**src/rtl/msgrx_pkg.sv**
```systemverilog
package msgrx_pkg;
    localparam int IDW = 16;

    typedef enum logic [1:0] {
        RX_IDLE,
        RX_START,
        RX_DATA,
        RX_STOP
    } rx_st_e;

    typedef enum logic [1:0] {
        FR_HUNT,
        FR_ID1,
        FR_ID2,
        FR_DATA
    } fr_st_e;

    typedef struct packed {
        logic           en;
        logic [IDW-1:0] val;
        logic [IDW-1:0] mask;
    } flt_ent_t;
endpackage

```
**src/rtl/msgrx_bitrx.sv**
```systemverilog
module msgrx_bitrx
    import msgrx_pkg::*;
#(
    parameter int OSR = 16
) (
    input  logic       clk,
    input  logic       rst_n,
    input  logic       rx_i,
    output logic       vld_o,
    output logic [7:0] byte_o,
    output logic       ferr_o
);
    localparam int CW    = $clog2(OSR);
    localparam int MID   = OSR / 2;
    localparam int VLO   = MID - 2;
    localparam int VHI   = MID + 2;
    localparam int VOTEN = VHI - VLO + 1;
    localparam int MAJ   = VOTEN / 2 + 1;

    localparam logic [CW-1:0] MID_C  = CW'(MID);
    localparam logic [CW-1:0] VLO_C  = CW'(VLO);
    localparam logic [CW-1:0] VHI_C  = CW'(VHI);
    localparam logic [CW-1:0] LAST_C = CW'(OSR - 1);

    typedef struct packed {
        rx_st_e     st;
        logic [CW-1:0] cnt;
        logic [2:0] bitn;
        logic [2:0] ones;
        logic [7:0] shreg;
        logic       vld;
        logic [7:0] data;
        logic       ferr;
    } bitrx_s;

    bitrx_s q, d;
    logic       in_win;
    logic [2:0] ones_nx;
    logic       vote;

    always_comb begin
        d       = q;
        d.vld   = 1'b0;
        d.ferr  = 1'b0;
        in_win  = (q.cnt >= VLO_C) && (q.cnt <= VHI_C);
        ones_nx = q.ones + {2'b00, (in_win & rx_i)};
        vote    = (ones_nx >= 3'(MAJ));
        case (q.st)
            RX_IDLE: begin
                if (!rx_i) begin
                    d.st   = RX_START;
                    d.cnt  = CW'(1);
                    d.ones = '0;
                end
            end
            RX_START: begin
                d.cnt = q.cnt + 1'b1;
                if ((q.cnt == MID_C) && rx_i) begin
                    d.st = RX_IDLE;
                end else if (q.cnt == LAST_C) begin
                    d.st   = RX_DATA;
                    d.cnt  = '0;
                    d.bitn = '0;
                    d.ones = '0;
                end
            end
            RX_DATA: begin
                d.ones = ones_nx;
                d.cnt  = q.cnt + 1'b1;
                if (q.cnt == LAST_C) begin
                    d.shreg = {vote, q.shreg[7:1]};
                    d.bitn  = q.bitn + 1'b1;
                    d.ones  = '0;
                    d.cnt   = '0;
                    if (q.bitn == 3'd7) begin
                        d.st = RX_STOP;
                    end
                end
            end
            default: begin
                d.ones = ones_nx;
                d.cnt  = q.cnt + 1'b1;
                if (q.cnt == VHI_C) begin
                    d.vld  = 1'b1;
                    d.data = q.shreg;
                    d.ferr = !vote;
                    d.st   = RX_IDLE;
                end
            end
        endcase
    end

    always_ff @(posedge clk or negedge rst_n) begin
        if (!rst_n) begin
            q <= '{st: RX_IDLE, default: '0};
        end else begin
            q <= d;
        end
    end

    assign vld_o  = q.vld;
    assign byte_o = q.data;
    assign ferr_o = q.ferr;

    // a character spans many cycles, so byte strobes are never adjacent
    assert_byte_pulse_R1: assert property (@(posedge clk) disable iff (!rst_n)
        vld_o |=> !vld_o);
    // a start that survives past mid-bit saw a dominant line at mid-bit
    assert_start_mid_R3: assert property (@(posedge clk) disable iff (!rst_n)
        (q.st == RX_START && q.cnt == MID_C && rx_i) |=> (q.st == RX_IDLE));
endmodule

```
**src/rtl/msgrx_idfilt.sv**
```systemverilog
module msgrx_idfilt
    import msgrx_pkg::*;
#(
    parameter int NENT = 4
) (
    input  logic                    clk,
    input  logic                    rst_n,
    input  logic                    wr_i,
    input  logic [$clog2(NENT)-1:0] idx_i,
    input  logic                    en_i,
    input  logic [IDW-1:0]          val_i,
    input  logic [IDW-1:0]          mask_i,
    input  logic [IDW-1:0]          ident_i,
    output logic                    match_o
);
    flt_ent_t [NENT-1:0] tab_q, tab_d;
    logic     [NENT-1:0] hit;

    always_comb begin
        tab_d = tab_q;
        if (wr_i) begin
            tab_d[idx_i] = '{en: en_i, val: val_i, mask: mask_i};
        end
    end

    always_ff @(posedge clk or negedge rst_n) begin
        if (!rst_n) begin
            tab_q <= '0;
        end else begin
            tab_q <= tab_d;
        end
    end

    for (genvar g = 0; g < NENT; g++) begin : g_cmp
        assign hit[g] = tab_q[g].en &&
                        (((ident_i ^ tab_q[g].val) & tab_q[g].mask) == '0);
    end

    assign match_o = |hit;

    // a freshly written disabled entry cannot hit
    assert_dis_entry_R6: assert property (@(posedge clk) disable iff (!rst_n)
        (wr_i && !en_i) |=> !hit[$past(idx_i)]);
endmodule

```
**src/rtl/msgrx_framer.sv**
```systemverilog
module msgrx_framer
    import msgrx_pkg::*;
#(
    parameter int         MAX_LEN  = 8,
    parameter logic [7:0] SOM_CODE = 8'hA5,
    parameter logic [7:0] EOM_CODE = 8'h5A
) (
    input  logic           clk,
    input  logic           rst_n,
    input  logic           vld_i,
    input  logic [7:0]     byte_i,
    input  logic           ferr_i,
    input  logic           id_two_i,
    input  logic           match_i,
    output logic [IDW-1:0] cand_o,
    output logic           out_valid_o,
    output logic [7:0]     out_data_o,
    output logic           out_sop_o,
    output logic           out_eop_o,
    output logic           out_abort_o,
    output logic [IDW-1:0] out_id_o,
    output logic           frm_err_o,
    output logic           ovr_err_o
);
    localparam int LW = $clog2(MAX_LEN + 1);
    localparam logic [LW-1:0] MAX_C = LW'(MAX_LEN);

    typedef struct packed {
        fr_st_e         st;
        logic [7:0]     id1;
        logic [IDW-1:0] ident;
        logic           acc;
        logic [LW-1:0]  cnt;
        logic           ov;
        logic [7:0]     od;
        logic           osop;
        logic           oeop;
        logic           oab;
        logic           ferr;
        logic           oerr;
    } fr_s;

    fr_s            q, d;
    logic           id_done;
    logic [IDW-1:0] cand;

    always_comb begin
        d       = q;
        d.ov    = 1'b0;
        d.osop  = 1'b0;
        d.oeop  = 1'b0;
        d.oab   = 1'b0;
        d.ferr  = 1'b0;
        d.oerr  = 1'b0;
        id_done = 1'b0;
        cand    = (q.st == FR_ID2) ? {q.id1, byte_i} : {8'h00, byte_i};
        if (vld_i) begin
            if (ferr_i) begin
                d.ferr = 1'b1;
                d.oab  = q.acc;
                d.acc  = 1'b0;
                d.st   = FR_HUNT;
            end else if (byte_i == SOM_CODE) begin
                d.oab = q.acc;
                d.acc = 1'b0;
                d.st  = FR_ID1;
            end else begin
                case (q.st)
                    FR_ID1: begin
                        if (id_two_i) begin
                            d.id1 = byte_i;
                            d.st  = FR_ID2;
                        end else begin
                            id_done = 1'b1;
                        end
                    end
                    FR_ID2: id_done = 1'b1;
                    FR_DATA: begin
                        if (byte_i == EOM_CODE) begin
                            d.ov   = q.acc;
                            d.oeop = q.acc;
                            d.od   = q.acc ? byte_i : q.od;
                            d.acc  = 1'b0;
                            d.st   = FR_HUNT;
                        end else if (q.cnt == MAX_C) begin
                            d.oerr = 1'b1;
                            d.oab  = q.acc;
                            d.acc  = 1'b0;
                            d.st   = FR_HUNT;
                        end else begin
                            d.cnt = q.cnt + 1'b1;
                            d.ov  = q.acc;
                            d.od  = q.acc ? byte_i : q.od;
                        end
                    end
                    default: ;
                endcase
                if (id_done) begin
                    d.st  = FR_DATA;
                    d.cnt = '0;
                    d.acc = match_i;
                    if (match_i) begin
                        d.ident = cand;
                        d.ov    = 1'b1;
                        d.osop  = 1'b1;
                        d.od    = byte_i;
                    end
                end
            end
        end
    end

    always_ff @(posedge clk or negedge rst_n) begin
        if (!rst_n) begin
            q <= '{st: FR_HUNT, default: '0};
        end else begin
            q <= d;
        end
    end

    assign cand_o      = cand;
    assign out_valid_o = q.ov;
    assign out_data_o  = q.od;
    assign out_sop_o   = q.osop;
    assign out_eop_o   = q.oeop;
    assign out_abort_o = q.oab;
    assign out_id_o    = q.ident;
    assign frm_err_o   = q.ferr;
    assign ovr_err_o   = q.oerr;

    // stream items only follow a received byte
    assert_item_after_byte_R4: assert property (@(posedge clk) disable iff (!rst_n)
        out_valid_o |-> $past(vld_i));
    // an item is never both first and last
    assert_sop_eop_excl_R4: assert property (@(posedge clk) disable iff (!rst_n)
        out_valid_o |-> !(out_sop_o && out_eop_o));
    // abort never coincides with an item
    assert_abort_no_item_R10: assert property (@(posedge clk) disable iff (!rst_n)
        out_abort_o |-> !out_valid_o);
    // framing error is a single-cycle pulse
    assert_frm_pulse_R9: assert property (@(posedge clk) disable iff (!rst_n)
        frm_err_o |=> !frm_err_o);
    // payload count never exceeds the limit; overrun is a pulse
    assert_len_bound_R11: assert property (@(posedge clk) disable iff (!rst_n)
        q.cnt <= MAX_C);
    assert_ovr_pulse_R11: assert property (@(posedge clk) disable iff (!rst_n)
        ovr_err_o |=> !ovr_err_o);
endmodule

```
**src/rtl/msgrx_top.sv**
```systemverilog
module msgrx_top
    import msgrx_pkg::*;
#(
    parameter int         OSR      = 16,
    parameter int         MAX_LEN  = 8,
    parameter int         FLT_N    = 4,
    parameter logic [7:0] SOM_CODE = 8'hA5,
    parameter logic [7:0] EOM_CODE = 8'h5A
) (
    input  logic                     clk,
    input  logic                     rst_n,
    input  logic                     rx_i,
    input  logic                     id_two_i,
    input  logic                     flt_wr_i,
    input  logic [$clog2(FLT_N)-1:0] flt_idx_i,
    input  logic                     flt_en_i,
    input  logic [15:0]              flt_val_i,
    input  logic [15:0]              flt_mask_i,
    output logic                     out_valid_o,
    output logic [7:0]               out_data_o,
    output logic                     out_sop_o,
    output logic                     out_eop_o,
    output logic                     out_abort_o,
    output logic [15:0]              out_id_o,
    output logic                     frm_err_o,
    output logic                     ovr_err_o
);
    logic           b_vld;
    logic [7:0]     b_data;
    logic           b_ferr;
    logic [IDW-1:0] cand;
    logic           match;

    msgrx_bitrx #(.OSR(OSR)) u_bitrx (
        .clk    (clk),
        .rst_n  (rst_n),
        .rx_i   (rx_i),
        .vld_o  (b_vld),
        .byte_o (b_data),
        .ferr_o (b_ferr)
    );

    msgrx_idfilt #(.NENT(FLT_N)) u_filt (
        .clk     (clk),
        .rst_n   (rst_n),
        .wr_i    (flt_wr_i),
        .idx_i   (flt_idx_i),
        .en_i    (flt_en_i),
        .val_i   (flt_val_i),
        .mask_i  (flt_mask_i),
        .ident_i (cand),
        .match_o (match)
    );

    msgrx_framer #(
        .MAX_LEN  (MAX_LEN),
        .SOM_CODE (SOM_CODE),
        .EOM_CODE (EOM_CODE)
    ) u_framer (
        .clk         (clk),
        .rst_n       (rst_n),
        .vld_i       (b_vld),
        .byte_i      (b_data),
        .ferr_i      (b_ferr),
        .id_two_i    (id_two_i),
        .match_i     (match),
        .cand_o      (cand),
        .out_valid_o (out_valid_o),
        .out_data_o  (out_data_o),
        .out_sop_o   (out_sop_o),
        .out_eop_o   (out_eop_o),
        .out_abort_o (out_abort_o),
        .out_id_o    (out_id_o),
        .frm_err_o   (frm_err_o),
        .ovr_err_o   (ovr_err_o)
    );

    // a framing error never arrives together with a stream item
    assert_frm_no_item_R9: assert property (@(posedge clk) disable iff (!rst_n)
        frm_err_o |-> !out_valid_o);
endmodule

```
**config.mk**
```make
export PLATFORM = sky130hd
export DESIGN_NAME = msgrx_top
export DESIGN_NICKNAME = d
export VERILOG_FILES = /design/src/rtl/msgrx_pkg.sv /design/src/rtl/msgrx_bitrx.sv /design/src/rtl/msgrx_idfilt.sv /design/src/rtl/msgrx_framer.sv /design/src/rtl/msgrx_top.sv
export SDC_FILE = /design/constraint.sdc
export NUM_CORES = 1
export LEC_CHECK = 0
export BUFFER_PORTS_ARGS = -buffer_cell sky130_fd_sc_hd__buf_2
export CORE_AREA = 2 2 137 139
export DETAILED_ROUTE_END_ITERATION = 6
export DIE_AREA = 0 0 139 141
export PLACE_DENSITY_LB_ADDON = 0.1
export SLEW_MARGIN = 25
export SYNTH_ARGS = -nofsm -noshare
export SYNTH_HDL_FRONTEND = slang
export SYNTH_SLANG_ARGS = --single-unit
```
**constraint.sdc**
```tcl
create_clock -name clk -period 3.8 [get_ports clk]
set_input_delay 0.38 -clock clk [delete_from_list [all_inputs] [get_ports clk]]
set_output_delay 0.38 -clock clk [all_outputs]
set_load 0.02 [all_outputs]
```
; Word-level counts from Yosys, hierarchy flattened
; Cells that the tools add are included.
[totals]
ff_bits = 207
output_inout_bits = 30
wordCells = 162
[op_classes]
n_eq_ne = 22
add_sub_neg = 4
mux = 55
n_reduce_logical = 32
bitwise = 12
order_cmp = 5
[op_table]
columns = cell, n
row1 = 132-bit bitwise mux, 1
row2 = 33-bit demux with 2-bit select, 1
row3 = 16-bit AND, 4
row4 = 16-bit logical NOT, 4
row5 = 16-bit bitwise XOR, 4
row6 = 10-bit two-way mux, 5
row7 = 33-bit two-way mux, 1
row8 = 14-bit two-way mux, 2
row9 = 11-bit two-way mux, 2
row10 = 20-bit two-way mux, 1
row11 = 1-bit two-way mux, 19
row12 = 2-bit two-way mux, 9
row13 = 6-bit one-hot mux with 3 select lines, 1
row14 = "4-bit equality test, second input constant", 4
row15 = 16-bit two-way mux, 1
row16 = 15-bit two-way mux, 1
row17 = 5-bit AND reduction, 3
row18 = 13-bit two-way mux, 1
row19 = 12-bit two-way mux, 1
row20 = 5-bit nonzero test, 2
row21 = 9-bit two-way mux, 1
row22 = 3-bit one-hot mux with 3 select lines, 1
row23 = 3-bit AND reduction, 3
row24 = "4-bit by 1-bit adder with 4-bit output, second input constant", 2
row25 = other kinds (36), 56

; Longest topological paths before layout
; Gate-level depths: netlist (run 1).
[logic_depth]
depth_word = 12
ltp_mapped = 12
depth_no_buf = 12

; Hierarchy
; Synthesis (run 1) repeated with hierarchy kept, for this count alone.
[unflattened]
hier_cells = 715
area_unflattened_um2 = 9671.8
[by_module_without_submodules]
columns = module, n_inst, area_per_inst_um2, cells_per_inst
row1 = msgrx_idfilt, 1, 5766.8, 389
row2 = msgrx_framer, 1, 2348.5, 191
row3 = msgrx_bitrx, 1, 1556.5, 135

; Worst setup path after synthesis (run 1)
; Ideal clock, no wire load.
[synth_path]
path_kind = register -> register
start = register u_framer.q[43] (netlist name)
end = register u_framer.q, in the netlist u_framer.out_id_o[0]
path_buffers = 2
setup_ns = 0.125
arrival_time_ns = 2.233
path_stages_with_launch = 12
slack_ns = 1.442
t_required_ns = 3.675
cell_sequence = dfrtp_1 -> inv_1 -> ha_1 -> buf_6 -> nand2_4 -> xnor2_1 -> a222oi_1 -> and4_4 -> a31oi_4 -> a21boi_2 -> buf_6 -> mux2_4
[synth_between]
elab_chain_cells = 8
[synth_lines]
columns = element, line
row1 = from (decl), msgrx_framer.sv:43  ; fr_s q, d;
row2 = from (signal assigned), msgrx_framer.sv:115  ; q <= '{st: FR_HUNT, default: '0};
row3 = from (signal assigned), msgrx_framer.sv:117  ; q <= d;
row4 = 2-bit equality test, "msgrx_framer.sv:56, msgrx_framer.sv:68"
row5 = 16-bit two-way mux, msgrx_framer.sv:56  ; cand = (q.st == FR_ID2) ? {q.id1, byte_i} : {8'h00, byte_i};
row6 = 16-bit bitwise XOR, msgrx_idfilt.sv:36  ; (((ident_i ^ tab_q[g].val) & tab_q[g].mask) == '0);
row7 = 16-bit AND, msgrx_idfilt.sv:36
row8 = 16-bit logical NOT, msgrx_idfilt.sv:36
row9 = 1-bit logical AND, msgrx_idfilt.sv:35  ; assign hit[g] = tab_q[g].en &&
row10 = 4-bit OR reduction, msgrx_idfilt.sv:39  ; assign match_o = |hit;
row11 = 5-bit AND reduction (no source line) *, -
; Every way passes the cells marked *; elsewhere a longest branch is shown, timed or not. The select of a mux whose other input is x is not followed.
; A chain may end at the register's enable or synchronous reset.

; Final worst setup path (run 1)
[layout_path]
start = register u_framer.q[43] (netlist name)
end = register u_framer.q, in the netlist u_framer.out_id_o[3]
; Same word-level chain as after synthesis.

==> flow_metrics.py, run 1 <==
metrics = {
    "status": {
        "outcome": "finished clean",
    },
    "synth": {
        "synth_ff_type": "dfrtp_1",
        "async_reset_ff_share_pct": 100,
        "syn_avg_cell_area_um2": 12.7,
        "synthesis.area_mm2": 0.00985,
        "synth_top_area_cell": "dfrtp_1",
        "synth_top_cell_area_share_pct": 52.6,
        "synth_fp_nets": 829,
        "synth-seq-area-share_pct": 52.6,
        "netlist_instances": 777,
        "post-synth-top-count-cell": "dfrtp_1",
        "synth_common_cells": "dfrtp_1 (207), mux2_2 (146), nand2_1 (66)",
        "synth_warnings": 0,
        "synthTopCellsByArea": "dfrtp_1 (53%), mux2_2 (17%), xor2_1 (3.1%)",
        "synth_edf_count": 0,
        "synth_seq_cells": 207,
        "synth.distinct_cells": 60,
    },
    "clock_network": {
        "cts_tree": "done",
        "cts_setup_buffers": 0,
        "cts.sinks": 207,
        "root_buffer": "clkbuf_16",
        "clk_latency_ns": 0.51,
        "ctsResizeCount": 0,
        "cts-buffers-inserted": 23,
        "h-tree-depth": 1,
        "clk_pin_slew_ns": 0.06,
        "clockBufferDepth": 3,
    },
    "setup_path": {
        "required_ns": 4.19,
        "crit_fanout": 20,
        "end_kind": "register",
        "ff2ff_setup_slack_ns": 0.74,
        "cp-start-kind": "register",
        "worstSetupPathType": "reg2reg",
        "reg2reg_depth": 10,
        "reg2reg_from": "u_framer.q[43]",
        "worst_ep_arrival_time_ns": 3.45,
        "rr_endpoint": "u_framer.out_id_o[3]",
    },
    "global_routing": {
        "grt_antenna_before_repair": 1,
        "grt_usage_pct": 22.9,
        "grt_first_pass_wirelength_um": 35500,
        "grt_pass1_vias": 6430,
        "overflow": 0,
        "grt_max_degree": 117,
    },
    "power_and_ir_drop": {
        "power_density_mw_per_mm2": 541,
        "p_leak_uw": 0.00519,
        "ir_drop_mv": 0.360,
    },
    "cells_and_area": {
        "drive_gt1_share_pct": 35.9,
        "nNetsFinal": 879,
        "syn2layout_area_growth_pct": 11.6,
        "design_area_mm2": 0.0110,
    },
    "placed_design": {
        "dpl.hpwl_um": 15300,
        "place_congestion": 0.884,
        "portBuffers": 69,
        "postPlaceCellArea_mm2": 0.0102,
    },
    "timing": {
        "fin_setup_tns_ns": 0,
        "fin_crit_ns": 3.06,
        "fmax_ghz": 0.326,
        "finalCritPeriodShare_pct": 80.6,
        "fin_worst_skew_ns": 0.0200,
        "tightest_slew_ns": 0.745,
        "slew_violations": 0,
        "hold_viol": 0,
        "finalSetupViolations": 0,
        "slew_headroom_pct": 50.2,
        "rsz0062_at_grt": "no",
    },
    "floorplan": {
        "core_area_mm2": 0.0183,
        "start_util_pct": 53.9,
        "die-width_um": 139,
        "die_area_mm2": 0.0196,
        "die_h_um": 141,
        "num_rows": 50,
        "ios": 70,
    },
    "flow_run": {
        "maxCapViolations": 0,
    },
    "route": {
        "vias": 6090,
        "route.detailed.drc": 0,
        "via_per_inst": 5.64,
        "avgRoutedWirePerCell_um": 20.5,
        "drt_wl_total_um": 22200,
        "drtPass1Iterations": 5,
        "antenna_left": 0,
        "first_iter_violations": 359,
    },
    "hold_path": {
        "min_to": "u_filt.tab_q[0]",
        "hp-class": "in2reg",
        "min_from": "flt_mask_i[0]",
        "hold_path_depth": 3,
    },
}
## cells in the final DEF, fill, tap and decap left out, types with 3 or more instances in the layout
cell         n
clkinv_2     3
a21o_1       6
clkbuf_16   23
o21ai_0     30
a21boi_0     9
buf_2       68
inv_1       20
buf_4       13
nand3_1     11
mux2_4       8
a221oi_2     3
nor2b_1      4
nor3_1       3
nand2_4      6
clkbuf_8     7
mux2_2     146
a22oi_1     11
a22o_1      10
nor2_1      14
mux2i_1      9
xor2_1      35
a21oi_1     10
xnor2_1     25
dfrtp_1    207
nand2_1     66
clkbuf_1     8
o211ai_2     8
and3b_1      6
nand4_1     11
a222oi_1     8
ha_1        12
## worst max-delay path, stage by stage (launching register included)
cell and delay, ns:
dfrtp_1 0.41, inv_1 0.07, ha_1 0.16, buf_4 0.29
nand2_2 0.15, xnor2_1 0.15, a222oi_1 0.43, a31oi_2 0.36
a21boi_2 0.22, buf_4 0.34, mux2_4 0.33
## what timing repair did
action                                 CTS  global route
hold buffers                             0             1
setup endpoints to repair                0             0
endpoints found under the hold margin    0            25
## cells by family after synthesis
logic type / share of synthesized area [%]
AO/OA/AOI/OAI: 9.07
XOR/XNOR: 5.34
adder cells (fa/ha/maj): 1.52
buffers and inverters: 4.93
flip-flops: 52.6
multiplexers: 18.8
AND/OR/NAND/NOR: 7.72
## final cells by class
type,instances,area [um^2]
Sequential cell,207,5180
Timing Repair Buffer,85,509
Inverter,21,78.8
Multi-Input combinational cell,489,4190
Clock buffer,37,688
Fill cell,1457,7270
Antenna cell,1,2.50
Clock inverter,5,53.8
Tap cell,234,293
## registers in the layout, summed over array words and instances, names as in the netlist
register and cells:
u_filt.tab_q 132, u_framer.out_eop_o 1, u_bitrx.byte_o 8, u_framer.out_data_o 8
u_framer.frm_err_o 1, u_bitrx.ferr_o 1, u_framer.ovr_err_o 1, u_framer.out_abort_o 1
u_framer.out_valid_o 1, u_framer.q 15, u_framer.out_sop_o 1, u_bitrx.vld_o 1
u_bitrx.q 20, u_framer.out_id_o 16
## how the worst max path moves through the flow
stage,to,cells after the start,startpoint
2_1_floorplan,u_framer.out_id_o[0],11,u_framer.q[43]
3_3_place_gp,u_framer.out_id_o[3],11,u_framer.q[43]
3_5_place_dp,u_framer.out_id_o[1],10,u_framer.q[43]
4_1_cts,u_framer.out_id_o[4],10,u_framer.q[43]
5_1_grt,u_framer.out_id_o[7],10,u_framer.q[43]
6_report,u_framer.out_id_o[3],10,u_framer.q[43]
## power by group
part	leakage (uW)	internal, uW	total [uW]	switching (uW)
Sequential	0.00250	2530	2830	296
Clock	0.000366	1300	2160	859
Combinational	0.00232	495	954	459
## through the flow
step	total power, uW	instances	setup slack, ns	utilization (%)	hold WS, ns
floorplan	3470	777	1.44	-	0.0844
global placement	3760	1034	0.779	55.9	0.462
detailed placement	3810	1034	0.722	55.9	0.458
CTS	5990	1076	0.708	60.0	0.0452
global route	6220	1078	0.528	60.2	0.140
finish	5940	1079	0.737	60.2	0.140
## metal layers
layer / vias to the layer above / wire length, um / GRT usage (%)
met2: 112 / 11100 / 39.4
met1: 3095 / 9760 / 30.5
met3: 33 / 739 / 3.53
met5: - / 0 / 0
met4: 0 / 560 / 6.43
li1: 2850 / - / -
Note: power is estimated with default switching activity, not from simulation.
==> inputs of run 2 (changes only) <==
--- a/config.mk
+++ b/config.mk
@@ -5,6 +5,7 @@
 export SDC_FILE = /design/constraint.sdc
 export NUM_CORES = 1
 export LEC_CHECK = 0
+export ABC_AREA = 1
 export BUFFER_PORTS_ARGS = -buffer_cell sky130_fd_sc_hd__buf_2
 export CORE_AREA = 2 2 137 139
 export DETAILED_ROUTE_END_ITERATION = 6
==> constraint.sdc (replaced) <==
create_clock -name clk -period 2.52 [get_ports clk]
set_input_delay 0.252 -clock clk [delete_from_list [all_inputs] [get_ports clk]]
set_output_delay 0.252 -clock clk [all_outputs]
set_load 0.02 [all_outputs]
==> run 2 against run 1 <==
Compared with the run above:
- total power is 48% higher
- fmax is 32% higher
- critical path depth is 3 higher
- critical path type unchanged
- first-iteration DRC count is 82% higher
- largest cell class unchanged
- critical endpoint is now u_framer.out_data_o[3]
- sequential share of layout area is 0.53 points lower
- clock skew is 0.0090 ns lower
- wire length is 5.4% higher
- global-route usage is 1.1 points higher
- synthesized area is 0.75% lower
==> flow_metrics.py, run 2 <==
metrics = {
    "cells_and_area": {
        "regMostFlops": "u_filt.tab_q",
        "layout.cells.non_filler": 1512,
        "multi_input_area_mm2": 0.00376,
        "final_common_cell": "nand2_1",
        "largest_reg_flops": 132,
        "mostFrequentLayoutCells": "nand2_1 (373), dfrtp_1 (207), o21ai_0 (174)",
        "nNetsFinal": 1314,
        "drive_gt1_share_pct": 13.0,
        "syn2layout_area_growth_pct": 13.7,
        "fill_cells": 1649,
        "ff_latch_area_mm2": 0.00518,
        "diodes": 0,
    },
    "hold_path": {
        "hold_path_depth": 3,
        "hp-class": "in2reg",
    },
    "placed_design": {
        "place_inst": 1465,
        "dpl.hpwl_um": 15900,
        "portBuffers": 69,
        "place_congestion": 0.944,
    },
    "global_routing": {
        "grt_antenna_before_repair": 0,
        "overflow": 0,
        "grt_usage_pct": 24.0,
        "grt_pass1_vias": 7224,
        "grt_max_degree": 67,
        "grt_first_pass_wirelength_um": 38300,
    },
    "timing": {
        "finalSetupViolations": 0,
        "finalCritPeriodShare_pct": 92.1,
        "hold_viol": 0,
        "holdWs_ns": 0.0492,
        "slew_violations": 0,
        "tightest_slew_ns": 0.658,
        "fin_crit_ns": 2.32,
        "fin_setup_tns_ns": 0,
        "fin_worst_skew_ns": 0.0110,
        "slew_headroom_pct": 56.1,
        "fmax_ghz": 0.431,
        "rsz0062_at_grt": "no",
    },
    "clock_network": {
        "clockBufferDepth": 3,
        "cts.sinks": 207,
        "clk_pin_slew_ns": 0.06,
        "root_buffer": "clkbuf_16",
        "cts_tree": "done",
        "h-tree-depth": 1,
        "cts-buffers-inserted": 24,
        "clk_latency_ns": 0.51,
    },
    "setup_path": {
        "worst_ep_arrival_time_ns": 2.71,
        "cp-start-kind": "register",
        "crit_fanout": 22,
        "worstSetupPathType": "reg2reg",
        "required_ns": 2.91,
        "end_kind": "register",
        "reg2reg_depth": 13,
    },
    "route": {
        "vias": 7973,
        "avgRoutedWirePerCell_um": 15.4,
        "drt_wl_total_um": 23400,
        "first_iter_violations": 655,
        "route.detailed.drc": 0,
        "drtPass1Iterations": 5,
        "antenna_left": 0,
        "via_per_inst": 5.27,
    },
    "floorplan": {
        "die-width_um": 139,
        "ios": 70,
        "die_area_mm2": 0.0196,
        "start_util_pct": 53.5,
        "num_rows": 50,
        "die_h_um": 141,
        "core_area_mm2": 0.0183,
    },
    "synth": {
        "synth-simple-area-share_pct": 25.1,
        "synth_top_cell_area_share_pct": 53.0,
        "synth_warnings": 0,
        "synthTopCellsByArea": "dfrtp_1 (53%), nand2_1 (14%), o21ai_0 (8.9%)",
        "synth-xor-area-share_pct": 0.358,
        "synth_common_cells": "nand2_1 (375), dfrtp_1 (207), o21ai_0 (174)",
        "synth_adder_area_share_pct": 1.54,
        "synth-seq-area-share_pct": 53.0,
        "synth_compound_area_share_pct": 11.0,
        "synth_ff_type": "dfrtp_1",
        "synth_fp_nets": 1262,
        "synth.distinct_cells": 36,
        "synth_top_area_cell": "dfrtp_1",
        "synth_mux_area_share_pct": 0,
        "synth_seq_cells": 207,
        "synthesis.area_mm2": 0.00978,
        "synth_top_family_by_area": "simple AND/OR/NAND/NOR gates",
        "synth_edf_count": 0,
        "syn_avg_cell_area_um2": 8.08,
        "async_reset_ff_share_pct": 100,
        "post-synth-top-count-cell": "nand2_1",
        "netlist_instances": 1210,
    },
    "power_and_ir_drop": {
        "power_density_mw_per_mm2": 789,
        "p_leak_uw": 0.00578,
        "ir_drop_mv": 0.638,
        "finalPower_uw": 8770,
    },
    "status": {
        "outcome": "finished clean",
    },
    "flow_run": {
        "maxCapViolations": 0,
    },
}
==> run 2: changes by cell type after synthesis, moves of 11 or more <==
cell     previous run  this run
nand2_1            66       375
mux2_2            146         0
o21ai_0            30       174
inv_1              20       122
nand3_1            11       104
nor2_1             14        73
xor2_1             35         3
xnor2_1            25         1
a22oi_1            11         0
==> run 2: worst paths after layout <==
path / start / end / slack (ns)
max: u_framer.q[43] / u_framer.out_data_o[3] / 0.20
min: flt_val_i[1] / u_filt.tab_q[50] / 0.05
max reg2reg: u_framer.q[43] / u_framer.out_data_o[3] / 0.20
min reg2reg: u_framer.out_id_o[3] / u_framer.out_id_o[3] / 0.47
max in group asynchronous: rst_n / u_filt.tab_q[15] / 1.44
min in group asynchronous: rst_n / u_framer.out_id_o[5] / 0.27
==> run 2: cell families (layout without fill, tap and decap cells) <==
family / after synthesis / count (layout)
buffers and inverters: 197 / 264
DFF: 207 / 207
xor gates and xnor gates: 4 / 4
adders and majority gates: 12 / 12
AOI/OAI and AO/OA: 204 / 204
and+or+nand+nor: 586 / 587
==> run 2: critical path, stage by stage (launching register included) <==
cell and delay, ns:
dfrtp_1 0.41, inv_1 0.11, ha_4 0.19, buf_12 0.18, a21oi_1 0.08, nor2_1 0.23
nor2_1 0.08, nand3_1 0.12, nor2_1 0.05, nor2_1 0.18, nand2_4 0.15, buf_4 0.17
nand4_1 0.12, nand3_1 0.10
==> run 2: power breakdown <==
group	total, uW	internal [uW]	switching, uW
Clock	3530	2190	1340
Combinational	1120	445	673
Sequential	4130	3780	342
==> run 2: per-layer routing <==
| metal | vias to the layer above | routed length [um] | global-route usage, % | part of all wire [%] |
|---|---|---|---|---|
| met2 | 238 | 10400 | 36.6 | 44 |
| met1 | 3743 | 11200 | 37.0 | 48 |
| met3 | 37 | 1340 | 3.46 | 5.7 |
| met5 | - | 0 | 0 | 0 |
| met4 | 0 | 435 | 4.73 | 1.9 |
| li1 | 3955 | - | - | - |
==> run 2: repair_timing <==
action / CTS / global route
endpoints found under the hold margin: 56 / 0
hold buffers: 1 / 0
setup endpoints to repair: 0 / 20
gates resized for setup: 0 / 4
setup buffers: 0 / 2
==> run 2: layout make-up <==
cell class / instances / area share [%]
inverter: 125 / 4.24
tap: 234 / 2.63
clock inverter: 11 / 1.17
multi-input combinational: 807 / 33.8
clock buffer: 31 / 6.10
sequential: 207 / 46.6
timing repair buffer: 97 / 5.48
==> run 2: stage by stage <==
step	utilization, %	setup slack, ns	cell area (um^2)
after floorplan	-	0.494	9780
after global placement	56.0	0.0977	10200
after detailed placement	56.0	0.0605	10200
after CTS	60.5	0.0488	11000
after global routing	60.9	0.0269	11100
final	60.9	0.200	11100
